--- config.mk ---
export PLATFORM = sky130hd
export DESIGN_NAME = core_ready_gen
export DESIGN_NICKNAME = d
export VERILOG_FILES = /design/src/rtl/crg_pkg.sv /design/src/rtl/crg_reset_sync.sv /design/src/rtl/crg_sync_bank.sv /design/src/rtl/crg_qualifier.sv /design/src/rtl/crg_out_gate.sv /design/src/rtl/core_ready_gen.sv
export SDC_FILE = /design/constraint.sdc
export NUM_CORES = 1
export LEC_CHECK = 0
export BUFFER_PORTS_ARGS = -buffer_cell sky130_fd_sc_hd__buf_2
export CORE_MARGIN = 1
export CORE_UTILIZATION = 31
export DETAILED_ROUTE_END_ITERATION = 16
export GPL_ROUTABILITY_DRIVEN = 0
export PLACE_DENSITY_LB_ADDON = 0.15
export SLEW_MARGIN = 20
export SYNTH_ARGS = -nofsm -noshare
export SYNTH_HDL_FRONTEND = slang
export SYNTH_SLANG_ARGS = --single-unit
--- constraint.sdc ---
create_clock -name clk -period 1.2 [get_ports clk]
set_input_delay 0.12 -clock clk [delete_from_list [all_inputs] [get_ports clk]]
set_output_delay 0.12 -clock clk [all_outputs]
set_load 0.02 [all_outputs]
--- src/rtl/crg_pkg.sv ---
package crg_pkg;

  localparam int unsigned SYNC_STAGES = 2;

  function automatic int unsigned cnt_width(input int unsigned delay);
    return (delay < 2) ? 1 : $clog2(delay);
  endfunction

  // Total edges from all qualifiers high to ready high.
  function automatic int unsigned rise_latency(input int unsigned delay);
    return SYNC_STAGES + delay;
  endfunction

endpackage

--- src/rtl/crg_reset_sync.sv ---
module crg_reset_sync
  import crg_pkg::*;
(
  input  logic clk,
  input  logic rst_n,
  output logic rst_sync_n
);

  logic [SYNC_STAGES-1:0] chain_q;

  always_ff @(posedge clk or negedge rst_n) begin
    if (!rst_n) chain_q <= '0;
    else        chain_q <= {chain_q[SYNC_STAGES-2:0], 1'b1};
  end

  assign rst_sync_n = chain_q[SYNC_STAGES-1];

endmodule

--- src/rtl/crg_sync_bank.sv ---
module crg_sync_bank
  import crg_pkg::*;
#(
  parameter int unsigned N = 2
) (
  input  logic         clk,
  input  logic         rst_n,
  input  logic [N-1:0] async_i,
  output logic [N-1:0] sync_o
);

  for (genvar g = 0; g < N; g++) begin : g_bit
    logic [SYNC_STAGES-1:0] stage_q;
    always_ff @(posedge clk or negedge rst_n) begin
      if (!rst_n) stage_q <= '0;
      else        stage_q <= {stage_q[SYNC_STAGES-2:0], async_i[g]};
    end
    assign sync_o[g] = stage_q[SYNC_STAGES-1];
  end

endmodule

--- src/rtl/crg_qualifier.sv ---
module crg_qualifier
  import crg_pkg::*;
#(
  parameter int unsigned DELAY = 6
) (
  input  logic clk,
  input  logic rst_n,
  input  logic done_s,
  input  logic rel_s,
  input  logic partial,
  output logic ready
);

  localparam int unsigned CW = cnt_width(DELAY);
  localparam logic [CW-1:0] LAST = CW'(DELAY - 1);

  logic [CW-1:0] cnt_q;
  logic          ready_q;

  // Named events.
  logic all_ok, count_done, reconfig_drop, restart, hold;
  assign all_ok        = done_s & rel_s;
  assign count_done    = !ready_q && all_ok && (cnt_q == LAST);
  assign reconfig_drop = ready_q && !all_ok && !partial;
  assign restart       = !ready_q && !all_ok && !partial;
  assign hold          = !ready_q && !all_ok && partial;

  always_ff @(posedge clk or negedge rst_n) begin
    if (!rst_n) begin
      cnt_q   <= '0;
      ready_q <= 1'b0;
    end else if (ready_q) begin
      if (reconfig_drop) begin
        ready_q <= 1'b0;
        cnt_q   <= '0;
      end
    end else if (count_done) begin
      ready_q <= 1'b1;
      cnt_q   <= '0;
    end else if (all_ok) begin
      cnt_q <= cnt_q + 1'b1;
    end else if (restart) begin
      cnt_q <= '0;
    end
  end

  assign ready = ready_q;

  assert_rise_after_count_R2: assert property (@(posedge clk) disable iff (!rst_n)
    $rose(ready_q) |-> ($past(cnt_q) == LAST));
  assert_drop_on_reconfig_R6: assert property (@(posedge clk) disable iff (!rst_n)
    (ready_q && !partial && !(done_s && rel_s)) |=> !ready_q);
  assert_hold_partial_R7: assert property (@(posedge clk) disable iff (!rst_n)
    (ready_q && partial) |=> ready_q);
  assert_restart_count_R8: assert property (@(posedge clk) disable iff (!rst_n)
    (!ready_q && !partial && !(done_s && rel_s)) |=> (cnt_q == '0));
  assert_hold_count_R10: assert property (@(posedge clk) disable iff (!rst_n)
    (!ready_q && partial && !(done_s && rel_s)) |=> $stable(cnt_q));
  assert_cnt_bound_R2: assert property (@(posedge clk) disable iff (!rst_n)
    cnt_q <= LAST);

endmodule

--- src/rtl/crg_out_gate.sv ---
module crg_out_gate #(
  parameter int unsigned BUS_W = 32,
  parameter int unsigned CTL_W = 5
) (
  input  logic             ready,
  input  logic [BUS_W-1:0] bus_i,
  input  logic [CTL_W-1:0] ctl_i,
  output logic [BUS_W-1:0] bus_o,
  output logic [CTL_W-1:0] ctl_o
);

  for (genvar b = 0; b < BUS_W; b++) begin : g_bus
    assign bus_o[b] = bus_i[b] | ~ready;
  end

  for (genvar c = 0; c < CTL_W; c++) begin : g_ctl
    assign ctl_o[c] = ctl_i[c] & ready;
  end

endmodule

--- src/rtl/core_ready_gen.sv ---
module core_ready_gen
  import crg_pkg::*;
#(
  parameter int unsigned DELAY = 6,
  parameter int unsigned BUS_W = 32,
  parameter int unsigned CTL_W = 5
) (
  input  logic             clk,
  input  logic             rst_n,
  input  logic             cfg_done_i,
  input  logic             io_release_i,
  input  logic             partial_cfg_i,
  input  logic [BUS_W-1:0] bus_i,
  input  logic [CTL_W-1:0] ctl_i,
  output logic             ready_o,
  output logic [BUS_W-1:0] bus_o,
  output logic [CTL_W-1:0] ctl_o
);

  logic       rst_sync_n;
  logic [1:0] qual_s;
  logic       ready;

  crg_reset_sync u_rst (
    .clk       (clk),
    .rst_n     (rst_n),
    .rst_sync_n(rst_sync_n)
  );

  crg_sync_bank #(.N(2)) u_sync (
    .clk    (clk),
    .rst_n  (rst_n),
    .async_i({io_release_i, cfg_done_i}),
    .sync_o (qual_s)
  );

  // The synchronised reset is the third qualifier; it gates the whole qualifier.
  crg_qualifier #(.DELAY(DELAY)) u_qual (
    .clk    (clk),
    .rst_n  (rst_sync_n),
    .done_s (qual_s[0]),
    .rel_s  (qual_s[1]),
    .partial(partial_cfg_i),
    .ready  (ready)
  );

  crg_out_gate #(.BUS_W(BUS_W), .CTL_W(CTL_W)) u_gate (
    .ready(ready),
    .bus_i(bus_i),
    .ctl_i(ctl_i),
    .bus_o(bus_o),
    .ctl_o(ctl_o)
  );

  assign ready_o = ready;

  assert_ready_low_in_reset_R1: assert property (@(posedge clk) disable iff (rst_n)
    !ready_o);
  assert_not_ready_after_release_R9: assert property (@(posedge clk) disable iff (!rst_n)
    $rose(rst_sync_n) |-> !ready_o);

endmodule

==> impl_summary.md <==
Run status
The run finished, with violations left. The checks that failed: setup timing.

Critical path
The slowest cell on the critical path is sky130_fd_sc_hd__dfrtp_2. The endpoint of the lowest-slack register-to-register path is u_qual.cnt_q[2]. In this run the worst setup path begins at u_qual.ready. On the worst path, the slowest cell contributes a delay of 470 ps.

The worst setup path is launched from a flip-flop. The worst endpoint data arrival time is 1160 ps. The sum of buffers and inverters on the critical path is 2. The signal on the critical path passes through buf_12 > nand2b_1 > buf_6. The flop-to-flop setup slack is -50 ps. The category of the most critical setup path is flip-flop to primary output.

The worst setup path is captured at a primary output. The required time of the critical path is 1080 ps. The launch instance of the worst register-to-register path is u_qual.ready. The cell family with the largest share of critical-path delay is flip-flops. The length in cells of the worst reg-to-reg path is 3.

The maximum fanout along the worst path is 21.

Clocking
The total number of clock tree sinks is 10. After clock tree synthesis, the clock-pin slew on the worst setup and hold paths is 70 ps. CTS built an H-tree with a depth of 1. The number of buffers added by the clock tree synthesis step is 3. In this run the deepest clock path goes through 2 buffers. CTS placed an instance of sky130_fd_sc_hd__clkbuf_4 at the clock tree root. The clock network latency to the later pin of the worst-skew pair is 280 ps. TritonCTS built the clock tree.

STA
The final-report max-slew violation count came to 0. Clock skew on the completed layout was measured at 7.31 ps. Setup repair after global routing could not meet its margin everywhere. After layout, the minimum clock period comes to 1280 ps.

The count of endpoints failing setup in the final report is 34. The final worst-path cycle share is 1.06. Setup slack on the critical path of the routed design comes to -75.3 ps. The final count of hold timing violations is 0. The fmax is 784 MHz.

Final layout
The utilization after layout is 0.752. From synthesis to final layout, the design area changed by 119%. The antenna diode count is 0. After the last flow step, the layout net total stands at 199.

In the final layout, the share of cells above drive strength 1 is 0.604. After routing the design area is 1340 um^2. After filler insertion, the fill cell instance count of the layout stands at 121.

Yosys
The synthesized design spends more area on one cell type than any other, namely sky130_fd_sc_hd__dfrtp_1. For this run, the register share of the synthesized area comes to 0.408. The Yosys step of the flow raised 0 warnings. After synthesis, the mean cell area works out to 9.02 um^2. The number of distinct library cells after synthesis is 17.

Synthesis handed over a netlist of 68 instances. The share of synthesized area in the top cell type comes to 0.408. After synthesis the cells add up to 613 um^2.

Counting flops and latches in the post-synthesis netlist gives 10. Ranked by total cell area, the synthesized netlist is headed by sky130_fd_sc_hd__dfrtp_1 41%, sky130_fd_sc_hd__nand2b_1 33%, sky130_fd_sc_hd__and2_1 5.1%, sky130_fd_sc_hd__ha_1 4.1%, sky130_fd_sc_hd__mux2i_1 3.3%. The post-synthesis net count is 112.

Detailed routing
The final layout contains routed wiring with a total length of 2140 um. The average vias per placed instance is 4.36. After the first detailed-routing iteration, the DRC count stood at 8. The final antenna-violating net count is 0. After detailed routing, the average wire length per cell comes to 11.9 um. The number of DRC violations after detailed routing is 0.

The overall via count from detail_route is 780. The iteration count of the initial detailed-routing pass is 4.

Worst hold path
The min-delay analysis places its worst path in the category flip-flop to asynchronous set/reset pin.

GRT
Summed over all layers, the global routing overflow is 0. The overall fraction of global-route tracks in use is 0.173. The first-pass GRT wire length is 2570 um. The number of global-route vias before repair came to 658. The number of antenna violations at the first check in global routing is 0. The largest net degree at the start of global routing is 22.

Floorplan
For this configuration, the core starts out at a cell density of 0.344. The floorplan core area is 1780 um^2. The initialized floorplan defines 15 standard-cell rows.

The floorplan step set the die height to 46.5 um. The floorplan step defined a die boundary enclosing 2160 um^2. The floorplan step set the die width to 46.5 um. The top-level port count is 80.

Placed design
The detailed placer's ending HPWL is 1370 um. In this run the tool buffered the top-level ports with 79 buffer cells. The post-place instance area is 1050 um^2.

Job
The count of maximum capacitance violations is 0.

Power
Power spread over the standard cell area amounts to 641 nW/um^2. IR analysis of the VDD net gives a maximum drop of 0.627 mV. The leakage dissipation is 0.653 nW.
metrics by stage:
| step | total power, mW | setup slack (ps) | cells | hold WS (ps) | setup TNS (ps) |
|---|---|---|---|---|---|
| 2_1_floorplan | 0.443 | 54.3 | 68 | -176 | 0 |
| 3_3_place_gp | 0.521 | 73.7 | 171 | -58.1 | 0 |
| 3_5_place_dp | 0.526 | 40.2 | 171 | -52.7 | 0 |
| 4_1_cts | 0.853 | -68.5 | 179 | 61.9 | -1740 |
| 5_1_grt | 0.906 | -126 | 179 | 76.9 | -3660 |
| 6_report | 0.859 | -75.3 | 179 | 51.9 | -1620 |
sequential cells by signal, summed over array words and instances (netlist names):
| name | flops |
|---|---|
| u_qual.cnt_q | 3 |
| u_qual.ready | 1 |
| u_rst.chain_q | 2 |
| u_sync.g_bit.stage_q | 4 |
metal layers:
metal | global-route usage | vias to the layer above | wire, um
met4 | 0.0529 | 0 | 19
met5 | 0 | - | 0
met3 | 0.0667 | 3 | 187
li1 | - | 385 | -
met1 | 0.167 | 353 | 689
met2 | 0.331 | 39 | 1240
worst max path at each step:
| stage | end | slack [ps] | cells after the start |
|---|---|---|---|
| 2_1_floorplan | ctl_o[0] | 50 | 2 |
| 3_5_place_dp | u_qual.cnt_q[1] | 40 | 4 |
| 3_3_place_gp | bus_o[21] | 70 | 3 |
| 4_1_cts | u_qual.cnt_q[2] | -70 | 3 |
| 6_report | bus_o[10] | -80 | 3 |
| 5_1_grt | bus_o[10] | -130 | 3 |
Yosys cell counts, drive strengths merged:
| cell type | number |
|---|---|
| nand2b | 32 |
| o2111ai | 1 |
| conb | 1 |
| inv | 1 |
| a21oi | 1 |
| ha | 2 |
| nand2 | 2 |
| mux2i | 2 |
| nand3 | 3 |
| or4b | 1 |
| clkbuf | 4 |
| and2 | 5 |
| o21ai | 1 |
| o22ai | 1 |
| nor2 | 1 |
| dfrtp | 10 |
logic make-up after synthesis:
logic type      after synthesis  synth area share
fa+ha+maj                     2            0.0408
mux                           2            0.0327
other cells                   1           0.00612
compound gates                4            0.0408
buf+inv                       5            0.0306
simple gates                 44             0.441
flops                        10             0.408
where the power goes:
| group | internal, mW | switching, mW |
|---|---|---|
| combinational | 0.109 | 0.0654 |
| clock | 0.185 | 0.126 |
| sequential | 0.358 | 0.0162 |
| total | 0.652 | 0.207 |
area by class of cell:
class | instances | area [um^2] | share of cell area
Tap cell | 25 | 31.3 | 0.0233
Clock buffer | 4 | 36.3 | 0.0271
Inverter | 1 | 3.75 | 0.00280
Sequential cell | 10 | 251 | 0.188
Timing Repair Buffer | 86 | 657 | 0.490
Multi-Input combinational cell | 53 | 360 | 0.269
placed cells by master, fill, tap and decap left out, types with 2 or more instances in the layout:
master / synthesis / final
sky130_fd_sc_hd__nand2b_1: 32 / 31
sky130_fd_sc_hd__ha_1: 2 / 2
sky130_fd_sc_hd__buf_6: 0 / 27
sky130_fd_sc_hd__clkbuf_4: 0 / 3
sky130_fd_sc_hd__nand3_1: 3 / 3
sky130_fd_sc_hd__dlygate4sd3_1: 0 / 3
sky130_fd_sc_hd__and2_1: 5 / 3
sky130_fd_sc_hd__buf_2: 0 / 44
sky130_fd_sc_hd__buf_4: 0 / 11
sky130_fd_sc_hd__mux2i_1: 2 / 2
sky130_fd_sc_hd__dfrtp_1: 10 / 9
sky130_fd_sc_hd__and2_4: 0 / 2
what timing repair did:
| action | 4_1_cts | 5_1_grt |
|---|---|---|
| gates resized for setup | 43 | 28 |
| endpoints found under the setup margin | 38 | 41 |
| hold buffers | 3 | 0 |
| buffers inserted | 1 | 0 |
| endpoints found under the hold margin | 8 | 0 |
(Power assumes the default switching activity.)
